File: config.mk
export PLATFORM = sky130hd
export DESIGN_NAME = iq_deframer
export DESIGN_NICKNAME = d
export VERILOG_FILES = /design/src/rtl/iq_deframer_pkg.sv /design/src/rtl/iq_sync_hunter.sv /design/src/rtl/iq_hdr_decoder.sv /design/src/rtl/iq_unpacker.sv /design/src/rtl/iq_deframer.sv
export SDC_FILE = /design/constraint.sdc
export NUM_CORES = 1
export LEC_CHECK = 0
export BUFFER_PORTS_ARGS = -buffer_cell sky130_fd_sc_hd__buf_2
export CORE_UTILIZATION = 25
export CTS_BUF_LIST = sky130_fd_sc_hd__clkbuf_4 sky130_fd_sc_hd__clkbuf_8
export DETAILED_ROUTE_END_ITERATION = 10
export PLACE_DENSITY_LB_ADDON = 0.2
export SLEW_MARGIN = 10
export SYNTH_ARGS = -nofsm -noshare
export SYNTH_HDL_FRONTEND = slang
export SYNTH_SLANG_ARGS = --single-unit
File: constraint.sdc
create_clock -name clk_i -period 1.85 [get_ports clk_i]
set_input_delay 0.4625 -clock clk_i [delete_from_list [all_inputs] [get_ports clk_i]]
set_output_delay 0.4625 -clock clk_i [all_outputs]
set_load 0.05 [all_outputs]
File: src/rtl/iq_deframer_pkg.sv
`timescale 1ns/1ps
package iq_deframer_pkg;
  localparam int HDR_W  = 8;
  localparam int SIZE_W = 3;
  localparam int TYPE_W = 4;
  localparam int BYTE_W = 8;

  typedef enum logic [1:0] {ST_HUNT, ST_HDR, ST_PAY} dfr_state_e;
endpackage

File: src/rtl/iq_sync_hunter.sv
`timescale 1ns/1ps
module iq_sync_hunter #(
  parameter int                SYNC_W    = 16,
  parameter logic [SYNC_W-1:0] SYNC_WORD = 16'hA5F0
) (
  input  logic clk_i,
  input  logic rst_ni,
  input  logic shift_en_i,
  input  logic clear_i,
  input  logic bit_i,
  output logic hit_o
);
  localparam int FILL_W = $clog2(SYNC_W + 1);

  logic [SYNC_W-1:0] hist_q;
  logic [FILL_W-1:0] fill_q;

  // a match needs SYNC_W fresh bits since the last clear
  assign hit_o = shift_en_i && (fill_q >= FILL_W'(SYNC_W - 1)) &&
                 ({hist_q[SYNC_W-2:0], bit_i} == SYNC_WORD);

  always_ff @(posedge clk_i or negedge rst_ni) begin
    if (!rst_ni) begin
      hist_q <= '0;
      fill_q <= '0;
    end else if (clear_i) begin
      hist_q <= '0;
      fill_q <= '0;
    end else if (shift_en_i) begin
      hist_q <= {hist_q[SYNC_W-2:0], bit_i};
      if (fill_q != FILL_W'(SYNC_W)) fill_q <= fill_q + 1'b1;
    end
  end
endmodule

File: src/rtl/iq_hdr_decoder.sv
`timescale 1ns/1ps
module iq_hdr_decoder
  import iq_deframer_pkg::*;
#(
  parameter int                          CNT_W      = 10,
  parameter int                          NUM_SIZES  = 6,
  parameter logic [NUM_SIZES*CNT_W-1:0]  SIZE_TABLE = {10'd512, 10'd256, 10'd128,
                                                       10'd96, 10'd64, 10'd32}
) (
  input  logic [HDR_W-1:0]  hdr_i,
  output logic [TYPE_W-1:0] type_o,
  output logic              cts_o,
  output logic [CNT_W-1:0]  limit_o,
  output logic              reserved_o
);
  logic [SIZE_W-1:0] code;

  assign code       = hdr_i[HDR_W-1 -: SIZE_W];
  assign type_o     = hdr_i[TYPE_W:1];
  assign cts_o      = hdr_i[0];
  assign reserved_o = (int'(code) >= NUM_SIZES);

  always_comb begin
    limit_o = '0;
    for (int i = 0; i < NUM_SIZES; i++) begin
      if (int'(code) == i) limit_o = SIZE_TABLE[i*CNT_W +: CNT_W];
    end
  end
endmodule

File: src/rtl/iq_unpacker.sv
`timescale 1ns/1ps
module iq_unpacker
  import iq_deframer_pkg::*;
#(
  parameter int CNT_W = 10
) (
  input  logic              clk_i,
  input  logic              rst_ni,
  input  logic              start_i,
  input  logic [CNT_W-1:0]  limit_i,
  input  logic              en_i,
  input  logic              bit_i,
  output logic              last_o,
  output logic              sample_valid_o,
  output logic [BYTE_W-1:0] sample_data_o,
  output logic              sample_is_q_o
);
  localparam int LANE_W = $clog2(BYTE_W);

  logic [CNT_W-1:0]  cnt_q, lim_q;
  logic [BYTE_W-1:0] byte_q;
  logic              q_next_q;
  logic              byte_done;

  assign byte_done = en_i && (cnt_q[LANE_W-1:0] == LANE_W'(BYTE_W - 1));
  assign last_o    = en_i && (cnt_q == lim_q - 1'b1);

  always_ff @(posedge clk_i or negedge rst_ni) begin
    if (!rst_ni) begin
      cnt_q          <= '0;
      lim_q          <= '0;
      byte_q         <= '0;
      q_next_q       <= 1'b0;
      sample_valid_o <= 1'b0;
      sample_data_o  <= '0;
      sample_is_q_o  <= 1'b0;
    end else begin
      sample_valid_o <= 1'b0;
      if (start_i) begin
        cnt_q    <= '0;
        lim_q    <= limit_i;
        q_next_q <= 1'b0;
      end else if (en_i) begin
        byte_q <= {byte_q[BYTE_W-2:0], bit_i};
        cnt_q  <= cnt_q + 1'b1;
        if (byte_done) begin
          sample_valid_o <= 1'b1;
          sample_data_o  <= {byte_q[BYTE_W-2:0], bit_i};
          sample_is_q_o  <= q_next_q;
          q_next_q       <= ~q_next_q;
        end
      end
    end
  end

  AST_NO_BIT_NO_SAMPLE: assert property (@(posedge clk_i) disable iff (!rst_ni)
    sample_valid_o |-> $past(en_i));
  AST_COUNT_RANGE: assert property (@(posedge clk_i) disable iff (!rst_ni)
    en_i |-> (cnt_q < lim_q));
endmodule

File: src/rtl/iq_deframer.sv
`timescale 1ns/1ps
module iq_deframer
  import iq_deframer_pkg::*;
#(
  parameter int                          SYNC_W     = 16,
  parameter logic [SYNC_W-1:0]           SYNC_WORD  = 16'hA5F0,
  parameter int                          CNT_W      = 10,
  parameter int                          NUM_SIZES  = 6,
  parameter logic [NUM_SIZES*CNT_W-1:0]  SIZE_TABLE = {10'd512, 10'd256, 10'd128,
                                                       10'd96, 10'd64, 10'd32}
) (
  input  logic              clk_i,
  input  logic              rst_ni,
  input  logic              bit_en_i,
  input  logic              bit_i,
  output logic              sample_valid_o,
  output logic [BYTE_W-1:0] sample_data_o,
  output logic              sample_is_q_o,
  output logic [TYPE_W-1:0] frame_type_o,
  output logic              cts_o,
  output logic              frame_start_o,
  output logic              frame_end_o,
  output logic              header_error_o
);
  localparam int HCNT_W = $clog2(HDR_W);

  dfr_state_e        state_q;
  logic [HDR_W-1:0]  hdr_q, hdr_full;
  logic [HCNT_W-1:0] hcnt_q;
  logic              hit, hdr_done, pay_last;
  logic [TYPE_W-1:0] dec_type;
  logic              dec_cts, dec_rsv;
  logic [CNT_W-1:0]  dec_limit;

  assign hdr_full = {hdr_q[HDR_W-2:0], bit_i};
  assign hdr_done = bit_en_i && (state_q == ST_HDR) && (hcnt_q == HCNT_W'(HDR_W - 1));

  iq_sync_hunter #(.SYNC_W(SYNC_W), .SYNC_WORD(SYNC_WORD)) u_hunt (
    .clk_i      (clk_i),
    .rst_ni     (rst_ni),
    .shift_en_i (bit_en_i && (state_q == ST_HUNT)),
    .clear_i    (state_q != ST_HUNT),
    .bit_i      (bit_i),
    .hit_o      (hit)
  );

  iq_hdr_decoder #(.CNT_W(CNT_W), .NUM_SIZES(NUM_SIZES), .SIZE_TABLE(SIZE_TABLE)) u_dec (
    .hdr_i      (hdr_full),
    .type_o     (dec_type),
    .cts_o      (dec_cts),
    .limit_o    (dec_limit),
    .reserved_o (dec_rsv)
  );

  iq_unpacker #(.CNT_W(CNT_W)) u_unpk (
    .clk_i          (clk_i),
    .rst_ni         (rst_ni),
    .start_i        (hdr_done && !dec_rsv),
    .limit_i        (dec_limit),
    .en_i           (bit_en_i && (state_q == ST_PAY)),
    .bit_i          (bit_i),
    .last_o         (pay_last),
    .sample_valid_o (sample_valid_o),
    .sample_data_o  (sample_data_o),
    .sample_is_q_o  (sample_is_q_o)
  );

  always_ff @(posedge clk_i or negedge rst_ni) begin
    if (!rst_ni) begin
      state_q        <= ST_HUNT;
      hdr_q          <= '0;
      hcnt_q         <= '0;
      frame_type_o   <= '0;
      cts_o          <= 1'b0;
      frame_start_o  <= 1'b0;
      frame_end_o    <= 1'b0;
      header_error_o <= 1'b0;
    end else begin
      frame_start_o  <= 1'b0;
      frame_end_o    <= 1'b0;
      header_error_o <= 1'b0;
      if (bit_en_i) begin
        unique case (state_q)
          ST_HUNT: if (hit) begin
            state_q <= ST_HDR;
            hcnt_q  <= '0;
          end
          ST_HDR: begin
            hdr_q  <= hdr_full;
            hcnt_q <= hcnt_q + 1'b1;
            if (hdr_done) begin
              if (dec_rsv) begin
                header_error_o <= 1'b1;
                state_q        <= ST_HUNT;
              end else begin
                frame_start_o <= 1'b1;
                frame_type_o  <= dec_type;
                cts_o         <= dec_cts;
                state_q       <= ST_PAY;
              end
            end
          end
          ST_PAY: if (pay_last) begin
            frame_end_o <= 1'b1;
            state_q     <= ST_HUNT;
          end
          default: state_q <= ST_HUNT;
        endcase
      end
    end
  end

  AST_END_WITH_SAMPLE: assert property (@(posedge clk_i) disable iff (!rst_ni)
    frame_end_o |-> sample_valid_o);
  AST_LAST_IS_Q: assert property (@(posedge clk_i) disable iff (!rst_ni)
    frame_end_o |-> sample_is_q_o);
  AST_START_INTO_PAY: assert property (@(posedge clk_i) disable iff (!rst_ni)
    frame_start_o |-> (state_q == ST_PAY));
  AST_ERR_PULSE: assert property (@(posedge clk_i) disable iff (!rst_ni)
    header_error_o |=> !header_error_o);
  AST_ERR_BACK_TO_HUNT: assert property (@(posedge clk_i) disable iff (!rst_ni)
    header_error_o |-> (state_q == ST_HUNT) && !frame_start_o);
endmodule

# Word level (Yosys, flattened, before mapping)
# Index checks and enable logic that the tools add are counted.
[word_totals]
regBits = 78
in_bits = 4
out_inout_bits = 18
word_cells = 104
[op_classes]
n_addsub = 4
n_lt_le_gt_ge = 2
n_eq_ne = 15
mux = 37
n_bitwise = 3
n_reduce_logical = 26
[op_table]
columns = ["cell", "n"]
rows = [
  ["10-bit two-way mux", 3],
  ["15-bit two-way mux", 2],
  ["3-bit == test, second input constant", 6],
  ["1-bit two-way mux", 17],
  ["16-bit == test, second input constant", 1],
  ["5-bit two-way mux", 3],
  ["7-bit two-way mux", 2],
  ["2-bit nonzero test", 6],
  ["10-bit by 1-bit adder with 10-bit output, second input constant", 1],
  ["10-bit == test", 1],
  ["10-bit by 1-bit subtractor with 10-bit output, second input constant", 1],
  ["1-bit logical AND", 9],
  ["9-bit two-way mux", 1],
  ["2-bit two-way mux", 4],
  ["8-bit two-way mux", 1],
  ["2-bit AND reduction", 4],
  ["4-bit AND reduction", 2],
  ["6-bit two-way mux", 1],
  ["2-bit inequality test, second input constant", 3],
  ["2-bit one-hot mux with 3 select lines", 1],
  ["3-bit one-hot mux with 2 select lines", 1],
  ["3-bit AND reduction", 2],
  ["5-bit by 1-bit adder with 5-bit output, second input constant", 1],
  ["5-bit by 4-bit greater-or-equal comparator with 1-bit output, second input constant", 1],
  ["other kinds (11)", 13],
]

# Depth between registers and ports, before layout
# Gate-level depths: netlist of run 1.
[depth]
ltp_word = 7
ltp_mapped = 9
ltp_nobuf = 7

# Cells and area by module
# Synthesis of run 1 repeated with hierarchy kept, for this count alone.
[unflattened]
cells_unflattened = 321
area_unflattened_um2 = 3739.8
[modules_own_cells]
columns = ["module", "n_inst", "cells_per_inst", "area_per_inst_um2", "seq_area_each_um2"]
rows = [
  ["iq_unpacker", 1, 160, 1831.8, 950.9],
  ["iq_sync_hunter", 1, 88, 962.2, 500.5],
  ["iq_deframer", 1, 54, 819.5, 500.5],
  ["iq_hdr_decoder", 1, 19, 126.4, 0.0],
]

# Worst setup path before layout of run 1
# Ideal clock, no wire load.
[synth_path]
path_type = "reg2reg"
start = "reg hcnt_q[0]"
end = "reg u_unpk.lim_q[6]"
setup_time_ps = 126
arrival_ps = 1501
setup_slack_ps = 223
stages_incl_launch_ff = 8
path_cell_list = "dfrtp_1 -> ha_1 -> ha_1 -> nand4b_1 -> buf_2 -> nor3_1 -> a21o_1 -> a221o_1"
[synth_between]
elab_chain_len = 3
[synth_lines]
columns = ["item", "line_no", "text"]
rows = [
  ["start: declaration", "iq_deframer.sv:29", "logic [HCNT_W-1:0] hcnt_q;"],
  ["start signal: assignment", "iq_deframer.sv:90", "hcnt_q <= hcnt_q + 1'b1;"],
  ["3-bit == test", "iq_deframer.sv:36", "assign hdr_done = bit_en_i && (state_q == ST_HDR) && (hcnt_q == HCNT_W'(HDR_W - 1));"],
  ["1-bit logical AND", "iq_deframer.sv:36", ""],
  ["1-bit logical AND", "iq_deframer.sv:58", ".start_i (hdr_done && !dec_rsv),"],
  ["end signal: assignment", "iq_unpacker.sv:41", "lim_q <= limit_i;"],
  ["end: declaration", "iq_unpacker.sv:20", "logic [CNT_W-1:0] cnt_q, lim_q;"],
]
# Every way passes these cells.
# A chain may end at the register's enable or synchronous reset.

# Worst setup path in the final report of run 1
[layout_path]
start = "reg u_hunt.fill_q[1]"
end = "reg state_q[0]"
[layout_between]
elab_chain_len = 5
[layout_lines]
columns = ["item", "line_no", "text"]
rows = [
  ["start: declaration", "iq_sync_hunter.sv:16", "logic [FILL_W-1:0] fill_q;"],
  ["start signal: assignment", "iq_sync_hunter.sv:31", "if (fill_q != FILL_W'(SYNC_W)) fill_q <= fill_q + 1'b1;"],
  ["5-bit by 4-bit greater-or-equal comparator with 1-bit output", "iq_sync_hunter.sv:19", "assign hit_o = shift_en_i && (fill_q >= FILL_W'(SYNC_W - 1)) &&"],
  ["1-bit logical AND (2 in series)", "iq_sync_hunter.sv:19", ""],
  ["2-bit inequality test (no line)", "--", ""],
  ["4-bit AND reduction (no line)", "--", ""],
  ["end signal: assignment", "iq_deframer.sv:70", "state_q <= ST_HUNT;"],
  ["end signal: assignment", "iq_deframer.sv:85", "state_q <= ST_HDR;"],
  ["end signal: assignment", "iq_deframer.sv:94", "state_q <= ST_HUNT;"],
  ["end: declaration", "iq_deframer.sv:27", "dfr_state_e state_q;"],
]
# Every way passes these cells.

==> metrics.md, run 1 <==
| Metric | Value |
|---|---|
| Final Non-Filler Cells | 530 |
| Cell taking the most area after synthesis | dfrtp_1 |
| Top FF cell, synth | dfrtp_1 |
| Pins Over Slew Limit | 0 |
| Largest net degree at the start of global routing | 74 |
| Reg2reg start | u_hunt.fill_q[1] |
| H-tree depth | 3 |
| RSZ-0062 raised after global routing | no |
| Worst IR Drop VDD | 0.2420 mV |
| Dpl cells | 514 |
| Required time of the critical path | 2.10 ns |
| Achievable Freq | 0.5921 GHz |
| Pre-antenna DRT Iters | 7 |
| Met3 usage | 2.510% |
| Hold buffer count at CTS | 0 |
| Initial antenna violation count | 0 |
| Reg2reg path depth | 6 |
| Crit-path cells | ha_1, and3_1, ha_1, nor3_1, nor3_1, a32o_1 |
| Post-synthesis cell type count | 47 |
| Setup crit end kind | register |
| Post-CTS Setup Bufs | 0 |
| Commonest non-fill, non-tap cell in the layout | dfrtp_1 |
| Max Cap Viol | 0 |
| Die Y | 118.1 um |
| Clock skew | 0.01189 ns |
| Fill count | 1367 |
| Clk slew on worst S/H paths | 0.09 ns |
| Clock tree root driver cell | clkbuf_8 |
| I/O pin cnt | 22 |
| Fin crit share | 91.29% |
| Yosys Warn Count | 0 |
| Final instance area | 0.003908 mm^2 |
| EDFF count, synth | 0 |
| Setup crit start kind | register |
| Via count | 2263 |
| Drt total wl | 6382 um |
| Global placement routability congestion | 0.7135 |
| CTS tree | done |
| Die footprint | 0.01396 mm^2 |
| Post-Place Worst Slack | 0.1618 ns |
| Power Density | 972.7 mW/mm^2 |
| Leakage | 1.939 nW |
| Outcome | finished, violations left |
| Core area | 0.01319 mm^2 |
| Final Worst Setup Slack | 0.1611 ns |
| Crit-path slowest cell | dfrtp_1 |
| Fin. Hold Viols | 0 |
| PortBufs | 21 |
| Worst Setup SP | u_hunt.fill_q[1] |
| Drt drc | 1 |
| Clock latency on the worst-skew pair | 0.36 ns |
| Worst Setup Path Type | reg2reg |
| Chip width | 118.1 um |
| Post-DP HPWL | 4245 um |
| Share of post-route cells with drive strength above 1 | 18.93% |
| Post-synthesis register bit count | 73 |
| Post-synth ARST share | 100.0% |
| Max Fanout on Critical Path | 5 |
| Gate Count Post-Synth | 317 |
| Crit path largest cell delay | 0.43 ns |
| Initial Util | 25.56% |
| GR Util All Layers | 10.31% |
| Grt met2 use | 15.37% |
| Post-CTS sizing | 0 |
| CTS Buffer Depth | 2 |
| Cell Rows | 42 |
| First-pass GRT wire length | 11290 um |
| Crit path arrival time | 1.94 ns |
| Clk sinks | 73 |
| Slew margin rel. | 72.86% |
| Global route hottest layer | met2 |
| Setup TNS | 0 ns |
| Inserted Clock Buffers | 9 |
| Sequential cell area fraction in the yosys report | 54.17% |
| Final setup vio count | 0 |
| Starting DRC count in detailed routing | 82 |
| Placed Instance Area | 0.003722 mm^2 |
| Post-Syn Area | 0.003372 mm^2 |
| Final antenna-violating net count | 0 |
| WL/cell | 12.04 um |
| Top-area cell type share of the netlist area | 54.17% |
| Failing checks | design-rule violations |
| Total gr overflow | 0 |
| Power, Total | 3.801 mW |
| Syn avg cell area | 10.64 um^2 |
| Worst Hold Class | in2async |
| Commonest non-fill, non-tap cells in the layout | dfrtp_1, nand2_1, nor2_1, buf_2, mux2i_1 |
| Met1 usage in global routing | 13.37% |
| NumNets Final | 361 |
| Vias per inst | 4.270 |
| Antenna diode count | 0 |
| Tmin final | 1.689 ns |
| Area growth, synth to finish | 15.88% |
| Synth top area cells | dfrtp_1, nand2_1, mux2i_1, nor2_1, mux2_4 |
| Post-Syn Nets | 329 |
| Vias in the first global route | 2334 |
| Slew @ Worst Pin | 0.4072 ns |
[synth_stat cells (2+ instances only)]
| cell type | instances |
|---|---|
| buf_6 | 4 |
| o21ai_0 | 9 |
| nand3_1 | 8 |
| nand2b_1 | 3 |
| xor2_1 | 6 |
| inv_1 | 12 |
| a22oi_1 | 2 |
| buf_2 | 7 |
| ha_1 | 8 |
| o31ai_1 | 2 |
| a22o_1 | 4 |
| dfrtp_1 | 73 |
| a21o_1 | 2 |
| mux2i_1 | 15 |
| and4b_1 | 2 |
| a21oi_1 | 2 |
| nor4b_1 | 2 |
| nor2_1 | 32 |
| xnor2_1 | 9 |
| mux2_4 | 7 |
| nand2_1 | 70 |
| nand4_1 | 5 |
| nor3_1 | 7 |
| mux2_2 | 2 |
| clkbuf_1 | 2 |
[through the flow]
stage | hold slack [ns] | utilization, %
after detailed placement | 0.4624 | 28.22
after CTS | 0.1113 | 29.62
after global routing | 0.1299 | 29.62
final | 0.09711 | 29.62
after global placement | 0.4603 | 28.22
after floorplan | 0.1669 | -
[where the power goes]
group	internal, mW	leakage [nW]	total, mW	switching, mW
Combinational	0.252	0.864	0.723	0.471
Clock	0.512	0.0888	1.19	0.682
Sequential	1.75	0.986	1.88	0.129
Total	2.52	1.94	3.80	1.28
[final cells by class]
class / instances / area (um^2) / area share, %
Clock buffer: 9 / 123.9 / 3.170
Clock inverter: 7 / 61.31 / 1.569
Inverter: 13 / 48.80 / 1.249
Multi-Input combinational cell: 217 / 1401 / 35.86
Sequential cell: 73 / 1827 / 46.75
Tap cell: 176 / 220.2 / 5.636
Timing Repair Buffer: 35 / 225.2 / 5.764
[flip-flops by register name, summed over array words and instances (netlist names)]
| register | flops |
|---|---|
| u_hunt.hist_q | 15 |
| u_unpk.cnt_q | 10 |
| u_unpk.sample_data_o | 8 |
| hdr_q | 7 |
| u_unpk.byte_q | 7 |
| u_hunt.fill_q | 5 |
| u_unpk.lim_q | 5 |
| frame_type_o | 4 |
| hcnt_q | 3 |
| state_q | 2 |
| cts_o | 1 |
| frame_end_o | 1 |
| frame_start_o | 1 |
| header_error_o | 1 |
| u_unpk.q_next_q | 1 |
| u_unpk.sample_is_q_o | 1 |
| u_unpk.sample_valid_o | 1 |
[routing by layer]
| metal | routed length [um] | share of wire, % |
|---|---|---|
| met1 | 3185 | 50 |
| met2 | 2890 | 45 |
| met3 | 137 | 2.1 |
| met4 | 170 | 2.7 |
| met5 | 0 | 0 |
[cells by family after synthesis]
| group | count (synthesis) | share of synthesized area [%] |
|---|---|---|
| buffers and inverters | 27 | 4.267 |
| adder cells (fa/ha/maj) | 8 | 2.969 |
| AND/OR/NAND/NOR | 143 | 20.48 |
| AO/OA/AOI/OAI | 26 | 5.306 |
| flip-flops | 73 | 54.17 |
| multiplexers | 24 | 8.237 |
| XOR/XNOR | 16 | 4.564 |
[path summary, 6_finish.rpt]
kind                       slack [ns]               end
setup / recovery                 0.16        state_q[0]
hold / removal                    0.1   u_unpk.cnt_q[7]
setup reg to reg                 0.16        state_q[0]
hold reg to reg                  0.48   frame_type_o[1]
max in group asynchronous        1.41   u_unpk.lim_q[5]
min in group clk_i               0.45  u_unpk.byte_q[0]
[worst max-delay path, delay by kind of cell, from the launching register on]
kind	cells	cell delay [ns]
DFF	1	0.43
and+or+nand+nor	3	0.52
adders and majority gates	2	0.39
AOI/OAI and AO/OA	1	0.25
No activity file was read; power rests on OpenSTA's default activity.
==> run 2: changes to the inputs <==
CTS_BUF_LIST = unset   (was sky130_fd_sc_hd__clkbuf_4 sky130_fd_sc_hd__clkbuf_8)
==> run 2 against run 1 <==
The flow still finishes with violations (design-rule violations); critical path depth unchanged; cell count unchanged; routed wire length up 0.42%; total power increased by 13%; combinational power barely moved; utilization rose by 0.77 points; critical endpoint unchanged; worst setup slack about the same; first-iteration DRC count is 29% higher; sequential power is essentially flat; clock skew is 0.0048 ns lower; fmax hardly changed.
==> metrics.md, run 2 (synthesized netlist as in run 1, its figures left out) <==
| Metric | Value |
|---|---|
| Outcome | finished, violations left (unchanged) |
| Failing checks | design-rule violations (unchanged) |
| Clk slew on worst S/H paths | 0.06 ns (was 0.09 ns) |
| NumNets Final | 361 (unchanged) |
| Post-CTS sizing | 0 (unchanged) |
| Final setup vio count | 0 (unchanged) |
| Largest register FFs | 15 (unchanged) |
| Max Fanout on Critical Path | 5 (unchanged) |
| Antenna diode count | 0 (unchanged) |
| Vias per inst | 4.262 (was 4.270) |
| Setup crit start kind | register (unchanged) |
| Power Density | 1067 mW/mm^2 (was 972.7 mW/mm^2) |
| Required time of the critical path | 2.08 ns (was 2.10 ns) |
| Die footprint | 0.01396 mm^2 (unchanged) |
| Starting DRC count in detailed routing | 106 (was 82) |
| Post-CTS Setup Bufs | 0 (unchanged) |
| Setup TNS | 0 ns (unchanged) |
| CTS Buffer Depth | 2 (unchanged) |
| Tmin final | 1.689 ns (about the same) |
| Achievable Freq | 0.5922 GHz (was 0.5921 GHz) |
| Share of post-route cells with drive strength above 1 | 18.93% (unchanged) |
| Final Non-Filler Cells | 530 (unchanged) |
| Hold buffer count at CTS | 0 (unchanged) |
| Final Worst Setup Slack | 0.1613 ns (was 0.1611 ns) |
| GR Util All Layers | 10.34% (was 10.31%) |
| Drt drc | 1 (unchanged) |
| Post-layout util | 30.39% (was 29.62%) |
| Global placement routability congestion | 0.7135 (unchanged) |
| Post-DP HPWL | 4245 um (unchanged) |
| Drt total wl | 6409 um (was 6382 um) |
| Commonest non-fill, non-tap cells in the layout | dfrtp_1, nand2_1, nor2_1, buf_2, mux2i_1 (unchanged) |
| Max Cap Viol | 0 (unchanged) |
| Worst Setup Path Type | reg2reg (unchanged) |
| Reg with most FFs | u_hunt.hist_q (unchanged) |
| Clock skew | 0.007131 ns (was 0.01189 ns) |
| Initial Util | 25.56% (unchanged) |
| Clock tree root driver cell | clkbuf_16 (was clkbuf_8) |
| Via count | 2259 (was 2263) |
| H-tree depth | 3 (unchanged) |
| CTS tree | done (unchanged) |
| Vias in the first global route | 2331 (was 2334) |
| Initial antenna violation count | 0 (unchanged) |
| First-pass GRT wire length | 11300 um (was 11290 um) |
| Chip width | 118.1 um (unchanged) |
| WL/cell | 12.09 um (was 12.04 um) |
| R2r setup slk | 0.16 ns (about the same) |
| Dpl cells | 514 (unchanged) |
| Clk sinks | 73 (unchanged) |
| Post-Place Worst Slack | 0.1618 ns (unchanged) |
| Die Y | 118.1 um (unchanged) |
| Pre-antenna DRT Iters | 7 (unchanged) |
| Leakage | 1.985 nW (was 1.939 nW) |
| Setup crit end kind | register (unchanged) |
| Pins Over Slew Limit | 0 (unchanged) |
| Total gr overflow | 0 (unchanged) |
| PortBufs | 21 (unchanged) |
| Worst Hold Class | in2async (unchanged) |
| Inserted Clock Buffers | 9 (unchanged) |
| RSZ-0062 raised after global routing | no (unchanged) |
| Slew margin rel. | 72.77% (was 72.86%) |
| Commonest non-fill, non-tap cell in the layout | dfrtp_1 (unchanged) |
| Largest regs | u_hunt.hist_q: 15 flops, u_unpk.cnt_q: 10 flops, u_unpk.sample_data_o: 8 flops (unchanged) |
| Area growth, synth to finish | 18.89% (was 15.88%) |
| Worst IR Drop VDD | 0.4379 mV (was 0.2420 mV) |
| Fill count | 1351 (was 1367) |
| Core area | 0.01319 mm^2 (unchanged) |
| Largest net degree at the start of global routing | 74 (unchanged) |
| Clock latency on the worst-skew pair | 0.34 ns (was 0.36 ns) |
| Final antenna-violating net count | 0 (unchanged) |
| Fin crit share | 91.28% (was 91.29%) |
| Fin. Hold Viols | 0 (unchanged) |
| Slew @ Worst Pin | 0.4085 ns (was 0.4072 ns) |
| Crit path arrival time | 1.92 ns (was 1.94 ns) |
| Cell Rows | 42 (unchanged) |
| I/O pin cnt | 22 (unchanged) |
| Power, Total | 4.278 mW (was 3.801 mW) |
==> run 2: cell count changes in the layout (fill, tap and decap cells not counted) <==
cell       previous run  this run
clkbuf_8              9         0
clkbuf_16             0         9
==> run 2: through the flow <==
| step | hold WS, ns | area [um^2] |
|---|---|---|
| floorplan | 0.1669 | 3372 |
| global placement | 0.4603 | 3722 |
| detailed placement | 0.4624 | 3722 |
| CTS | 0.1507 | 4009 |
| global route | 0.1695 | 4009 |
| finish | 0.1206 | 4009 |
==> run 2: worst paths after layout <==
| check | startpoint | end | cells past startpoint |
|---|---|---|---|
| max in group asynchronous | rst_ni | u_unpk.lim_q[5] | 2 |
| max reg2reg | u_hunt.fill_q[1] | state_q[0] | 6 |
| min reg2reg | frame_type_o[1] | frame_type_o[1] | 2 |
| min in group clk_i | frame_type_o[1] | frame_type_o[1] | 2 |
| min | rst_ni | u_unpk.cnt_q[7] | 2 |
| max | u_hunt.fill_q[1] | state_q[0] | 6 |
==> run 2: final cells by class <==
type                    count  area (um^2)  area share [%]
multi-input cells         217         1401           34.96
clock buffers               9        225.2           5.618
repair buffers             35        225.2           5.618
well taps                 176        220.2           5.493
inverters                  13        48.80           1.217
clock inverters             7        61.31           1.529
flip-flops and latches     73         1827           45.57
==> run 2: metal layers <==
metal / track usage, % / vias up / wire, um
met5: 0 / - / 0
li1: - / 1135 / -
met4: 6.090 / 0 / 123
met2: 15.33 / 28 / 2949
met3: 2.799 / 11 / 165
met1: 13.46 / 1085 / 3172
==> run 2: report_power, final <==
group | internal (mW) | total, mW | switching (mW)
Sequential | 1.76 | 1.89 | 0.129
Clock | 0.933 | 1.67 | 0.735
Combinational | 0.252 | 0.724 | 0.471
==> run 2: worst max-delay path, cell delays in order, from the launching register on <==
cell	delay, ns
dfrtp_1	0.42
ha_1	0.20
and3_1	0.18
ha_1	0.19
nor3_1	0.25
nor3_1	0.09
a32o_1	0.25
